<file path="src/rtl/pin_irq_pkg.sv">
package pin_irq_pkg;
  localparam int ADDR_W   = 8;
  localparam int DATA_W   = 32;
  localparam int IDX_W    = ADDR_W - 2;
  localparam int CODE_W   = 4;
  localparam int CODE_LSB = 16;
  localparam logic [ADDR_W-1:0] STAT_ADDR = 8'hA0;

  localparam logic [CODE_W-1:0] SENSE_OFF  = 4'h0;
  localparam logic [CODE_W-1:0] SENSE_LOW  = 4'h8;
  localparam logic [CODE_W-1:0] SENSE_RISE = 4'h9;
  localparam logic [CODE_W-1:0] SENSE_FALL = 4'hA;
  localparam logic [CODE_W-1:0] SENSE_BOTH = 4'hB;
  localparam logic [CODE_W-1:0] SENSE_HIGH = 4'hC;

  typedef struct packed {
    logic             cfgWr;
    logic             clrWr;
    logic             cfgSel;
    logic             statSel;
    logic [IDX_W-1:0] idx;
  } strobe_t;

  function automatic logic senseHit(input logic [CODE_W-1:0] code,
                                    input logic cur, input logic prev);
    case (code)
      SENSE_LOW:  return ~cur;
      SENSE_HIGH: return cur;
      SENSE_RISE: return cur & ~prev;
      SENSE_FALL: return ~cur & prev;
      SENSE_BOTH: return cur ^ prev;
      default:    return 1'b0;
    endcase
  endfunction

  function automatic logic senseActive(input logic [CODE_W-1:0] code);
    return (code >= SENSE_LOW) && (code <= SENSE_HIGH);
  endfunction
endpackage

</file>
<file path="src/rtl/pin_irq_ctrl.sv">
module pin_irq_ctrl
  import pin_irq_pkg::*;
#(
  parameter int NUM_PINS = 32
) (
  input  logic              busWrEn,
  input  logic [ADDR_W-1:0] busAddr,
  output strobe_t           strb
);
  logic [IDX_W-1:0] wordIdx;
  logic             aligned;

  assign wordIdx = busAddr[ADDR_W-1:2];
  assign aligned = (busAddr[1:0] == 2'b00);

  always_comb begin
    strb         = '0;
    strb.idx     = wordIdx;
    strb.cfgSel  = aligned && (int'(wordIdx) < NUM_PINS);
    strb.statSel = (busAddr == STAT_ADDR);
    strb.cfgWr   = busWrEn && strb.cfgSel;
    strb.clrWr   = busWrEn && strb.statSel;
  end
endmodule

</file>
<file path="src/rtl/pin_irq_datapath.sv">
module pin_irq_datapath
  import pin_irq_pkg::*;
#(
  parameter int NUM_PINS = 32
) (
  input  logic                       clk,
  input  logic                       rstN,
  input  logic [NUM_PINS-1:0]        pinIn,
  input  logic [DATA_W-1:0]          busWrData,
  input  strobe_t                    strb,
  output logic [DATA_W-1:0]          busRdData,
  output logic                       irqOut,
  output logic [NUM_PINS-1:0]        statusQ,
  output logic [NUM_PINS-1:0]        prevQ,
  output logic [CODE_W*NUM_PINS-1:0] cfgFlat
);
  logic [NUM_PINS-1:0] hitVec;
  logic [NUM_PINS-1:0] clrVec;

  assign clrVec = strb.clrWr ? busWrData[NUM_PINS-1:0] : '0;

  for (genvar p = 0; p < NUM_PINS; p++) begin : g_pin
    logic [CODE_W-1:0] codeQ;
    logic              selHere;

    assign selHere = (strb.idx == IDX_W'(p));

    always_ff @(posedge clk) begin
      if (!rstN)
        codeQ <= SENSE_OFF;
      else if (strb.cfgWr && selHere)
        codeQ <= busWrData[CODE_LSB +: CODE_W];
    end

    assign hitVec[p] = senseHit(codeQ, pinIn[p], prevQ[p]);
    assign cfgFlat[CODE_W*p +: CODE_W] = codeQ;
  end

  always_ff @(posedge clk) begin
    if (!rstN) begin
      prevQ   <= '0;
      statusQ <= '0;
    end else begin
      prevQ   <= pinIn;
      statusQ <= (statusQ & ~clrVec) | hitVec;
    end
  end

  assign irqOut = |statusQ;

  always_comb begin
    busRdData = '0;
    if (strb.statSel) begin
      busRdData[NUM_PINS-1:0] = statusQ;
    end else if (strb.cfgSel) begin
      for (int p = 0; p < NUM_PINS; p++)
        if (strb.idx == IDX_W'(p))
          busRdData[CODE_LSB +: CODE_W] = cfgFlat[CODE_W*p +: CODE_W];
    end
  end
endmodule

</file>
<file path="src/rtl/pin_irq_sense.sv">
module pin_irq_sense
  import pin_irq_pkg::*;
#(
  parameter int NUM_PINS = 32
) (
  input  logic                clk,
  input  logic                rstN,
  input  logic [NUM_PINS-1:0] pinIn,
  input  logic                busWrEn,
  input  logic [ADDR_W-1:0]   busAddr,
  input  logic [DATA_W-1:0]   busWrData,
  output logic [DATA_W-1:0]   busRdData,
  output logic                irqOut
);
  strobe_t                    strb;
  logic [NUM_PINS-1:0]        statusQ;
  logic [NUM_PINS-1:0]        prevQ;
  logic [CODE_W*NUM_PINS-1:0] cfgFlat;

  pin_irq_ctrl #(.NUM_PINS(NUM_PINS)) i_ctrl (
    .busWrEn (busWrEn),
    .busAddr (busAddr),
    .strb    (strb)
  );

  pin_irq_datapath #(.NUM_PINS(NUM_PINS)) i_dp (
    .clk       (clk),
    .rstN      (rstN),
    .pinIn     (pinIn),
    .busWrData (busWrData),
    .strb      (strb),
    .busRdData (busRdData),
    .irqOut    (irqOut),
    .statusQ   (statusQ),
    .prevQ     (prevQ),
    .cfgFlat   (cfgFlat)
  );
endmodule

</file>
<file path="config.mk">
export PLATFORM = sky130hd
export DESIGN_NAME = pin_irq_sense
export DESIGN_NICKNAME = d
export VERILOG_FILES = /design/src/rtl/pin_irq_pkg.sv /design/src/rtl/pin_irq_ctrl.sv /design/src/rtl/pin_irq_datapath.sv /design/src/rtl/pin_irq_sense.sv
export SDC_FILE = /design/constraint.sdc
export NUM_CORES = 1
export LEC_CHECK = 0
export ABC_CLOCK_PERIOD_IN_PS = 3000
export BUFFER_PORTS_ARGS = -buffer_cell sky130_fd_sc_hd__buf_2
export CAP_MARGIN = 10
export CORE_ASPECT_RATIO = 1.25
export CORE_UTILIZATION = 40
export CTS_CLUSTER_SIZE = 24
export DETAILED_ROUTE_END_ITERATION = 7
export PLACE_DENSITY = 0.64
export SYNTH_ARGS = -nofsm -noshare
export SYNTH_HDL_FRONTEND = slang
export SYNTH_SLANG_ARGS = --single-unit
</file>
<file path="constraint.sdc">
create_clock -name clk -period 3 [get_ports clk]
set_clock_uncertainty 0.15 [all_clocks]
set_input_delay 0.45 -clock clk [delete_from_list [all_inputs] [get_ports clk]]
set_output_delay 0.45 -clock clk [all_outputs]
set_load 0.02 [all_outputs]
</file>
==> metrics.md <==
| Metric | Value |
|---|---|
| Pwr/cell area | `between 300 and 400 nW/um^2` |
| TritonCTS clock tree | `yes` |
| Grt met3 use | `between 3 and 4%` |
| GRT Total Usage | `around a quarter` |
| DRT iter0 DRCs | `770` |
| Synth top area share | `32.5%` |
| Vias per std cell | `5.51` |
| Unrepaired setup endpoints after global routing | `yes` |
| Arr. time, crit path | `2.59 ns` |
| IO Pins | `108` |
| Post-synthesis sequential area ratio | `32.5%` |
| Final Cycle Share | `106%` |
| GPL Wtd Cong | `0.908` |
| Post-synth EDFFs | `0` |
| Fin. Hold Viols | `0` |
| Routing usage on met2 | `41.2%` |
| Synthesis-stage register bit count | `192` |
| Most used routing layer | `met2` |
| Most frequent cell after synthesis | `nand2_1` |
| Total CTS buffers | `17` |
| Root buf cell | `clkbuf_16` |
| Die W | `around 160 um` |
| Critical Path RT | `2.40 ns` |
| Tmin final | `3.19 ns` |
| Setup TNS Final | `-0.453 ns` |
| Starting Density | `40.5%` |
| IR drop worst, VDD | `between 0.3 and 0.4 mV` |
| Yosys cell types | `75` |
| Hold Slack | `0.0966 ns` |
| Max-slew violation count | `0` |
| Crit-path most repeated cell | `buf_8` |
| Port bufs | `107` |
| Yosys warnings | `0` |
| Final worst setup slack | `-0.186 ns` |
| Slew @ Worst Pin | `0.922 ns` |
| Crit-path leading delay family | `compound AO/OA/AOI/OAI gates` |
| Routed via count | `11300` |
| Synth cell count leaders | `nand2_1 (237), dfxtp_1 (192), nand3_1 (137)` |
| Remaining global-route overflow | `0` |
| Crit-path cells | `buf_8 -> buf_8 -> or4b_4 -> nor2_4 -> a22oi_1 -> a22o_1 -> a31oi_2 -> o221ai_1 -> a31oi_1 -> buf_4` |
| Die ar. | `30200 um^2` |
| Synthesized instance count | `1501` |
| Fin nets | `1779` |
| Top cells by area, synth | `dfxtp_1 (33%), a21boi_0 (7.9%), nand2_1 (7.5%)` |
| Vias in the first global route | `10300` |
| Site Rows | `70` |
| Sum of buffers and inverters on the critical path | `3` |
| Status | `complete, but fails checks` |
| Ant. Diodes | `0` |
| First-pass GRT wire length | `56000 um` |
| GR Layer Usage met1 | `29.3%` |
| Crit. End Element | `output pin` |
| Top_reg_cell synth | `dfxtp_1` |
| Failing checks | `setup timing` |
| Clk buf depth | `2` |
| Drc violations | `0` |
| Worst Path Max Fanout | `6` |
| Largest net degree at the start of global routing | `93` |
| Wirelength per Cell | `17.5 um` |
| Detailed Place HPWL | `26000 um` |
| CTS sink count | `192` |
| Synth Net Count | `approximately 1600` |
| Startpoint types | `primary input` |
| Hold WC Path Type | `in -> reg` |
| Largest area contributor in the netlist | `dfxtp_1` |
| Crit path kind | `in -> out` |
| Ys async rst share | `0%` |
| Max capacitance violation total | `0` |
| Syn_area_per_cell | `7.87 um^2` |
| Slew headroom | `38.5%` |
| Max Clk Rate | `314 MHz` |
| Mapped cell area | `about 12000 um^2` |
| CTS Hold Buffers Added | `0` |
| CP max stage delay | `0.59 ns` |
| Cell with the largest stage delay on the worst path | `or4b_4` |
| Die Ht | `slightly below 200 um` |
| Detailed Route WL | `35900 um` |
| H-Tree Level Count | `4` |
| Layout cells sized above 1 | `19.2%` |
| Core box area | `29200 um^2` |
| Worst-Skew Late Latency | `0.45 ns` |
| 1st-pass router iterations | `5` |
| Final ANT Viol Nets | `0` |
| Leakage | `0.00553 uW` |
| Area Growth Syn to Fin | `21.9%` |
| Initial antenna violation count | `0` |
| Final setup violation count | `4` |
| Final Core Density | `roughly 49%` |
| Worst-path clk slew | `0.08 ns` |
==> layer usage <==
layer / vias to the layer above / share of wire [%]
met5: - / 0
met4: 0 / 3.3
met3: 74 / 4.7
met2: 308 / 49
met1: 5400 / 43
li1: 5502 / -
==> worst register-to-register path, stage by stage (launching register included) <==
cell and delay, ns:
dfxtp_1 0.44, xor2_1 0.16, o21ai_0 0.09, o211ai_1 0.37, a21boi_0 0.15
==> cell usage in the layout (no fill, tap or decap), types with 4 or more instances in the layout <==
cell         n
a21boi_1    25
buf_6       12
ha_1        64
buf_2       97
and3_1       5
nor3_2       4
o21ai_0     82
mux2i_1     48
dfxtp_1    192
nor4_1       9
o21ai_1      8
a31oi_1      5
buf_12      10
nand3_1    137
nand3b_1    34
and2_1      63
a221o_1      4
o22ai_1     10
nor2b_1     11
buf_4       98
nand4_1      4
mux2_2       7
buf_8        7
inv_1      100
nand2_1    235
o211ai_1    42
inv_6       10
nor2_2       7
xor2_1      32
nor3_1       7
a21oi_1     24
a21boi_0   125
a22oi_1      6
clkbuf_16   17
nor2_1      25
==> power breakdown <==
group,internal (uW),leakage (uW),switching [uW],total [uW]
registers,2570,0.00155,14.1,2580
clock network,1250,0.000287,1120,2370
logic,287,0.00369,361,647
==> flip-flops by register name, summed over array words and instances, names as in the netlist <==
signal,flops
i_dp.g_pin.codeQ,128
i_dp.statusQ,32
i_dp.prevQ,32
==> cell families (layout without fill, tap and decap cells) <==
| logic type | after synthesis | count (layout) | synth area share [%] |
|---|---|---|---|
| simple gates | 572 | 572 | 24.4 |
| compound gates | 375 | 375 | 21.6 |
| xor+xnor | 32 | 32 | 2.37 |
| flops | 192 | 192 | 32.5 |
| fa+ha+maj | 64 | 64 | 6.78 |
| mux | 57 | 57 | 5.12 |
| buf+inv | 209 | 361 | 7.19 |
==> final timing paths <==
path / startpoint / to / slack (ns) / depth (start not counted)
worst min-delay path: pinIn[11] / i_dp.prevQ[11]$_SDFF_PN0_ / 0.1 / 2
worst min register to register: i_dp.statusQ[24]$_SDFF_PN0_ / i_dp.statusQ[24]$_SDFF_PN0_ / 0.32 / 2
worst max register to register: i_dp.g_pin[19].codeQ[2]$_SDFFE_PN0P_ / i_dp.statusQ[19]$_SDFF_PN0_ / 1.51 / 4
worst max-delay path: busAddr[6] / busRdData[16] / -0.19 / 10
==> timing repair <==
item / CTS / global route
buffers inserted: 4 / 8
pin swaps: 23 / 17
setup endpoints to repair: 19 / 19
gates cloned: 3 / 0
resized for setup: 54 / 34
==> stage by stage <==
step / std cells / cell area (um^2) / power, uW / worst slack, ns
floorplan: 1501 / 11800 / 2980 / 0.107
global route: 2049 / 14400 / 5810 / -0.211
detailed placement: 2002 / 13300 / 3230 / -0.327
CTS: 2041 / 14200 / 5630 / -0.115
global placement: 2002 / 13300 / 3210 / -0.318
finish: 2049 / 14400 / 5610 / -0.186
==> final cells by class <==
class                      instances  area [um^2]
clock inverter                    15          168
inverter                         101          379
clock buffer                      17          425
tap                              396          495
sequential                       192         3840
fill                            2868        14800
multi-input combinational       1100         7330
timing repair buffer             228         1750
Power figures use the tool's default switching activity.
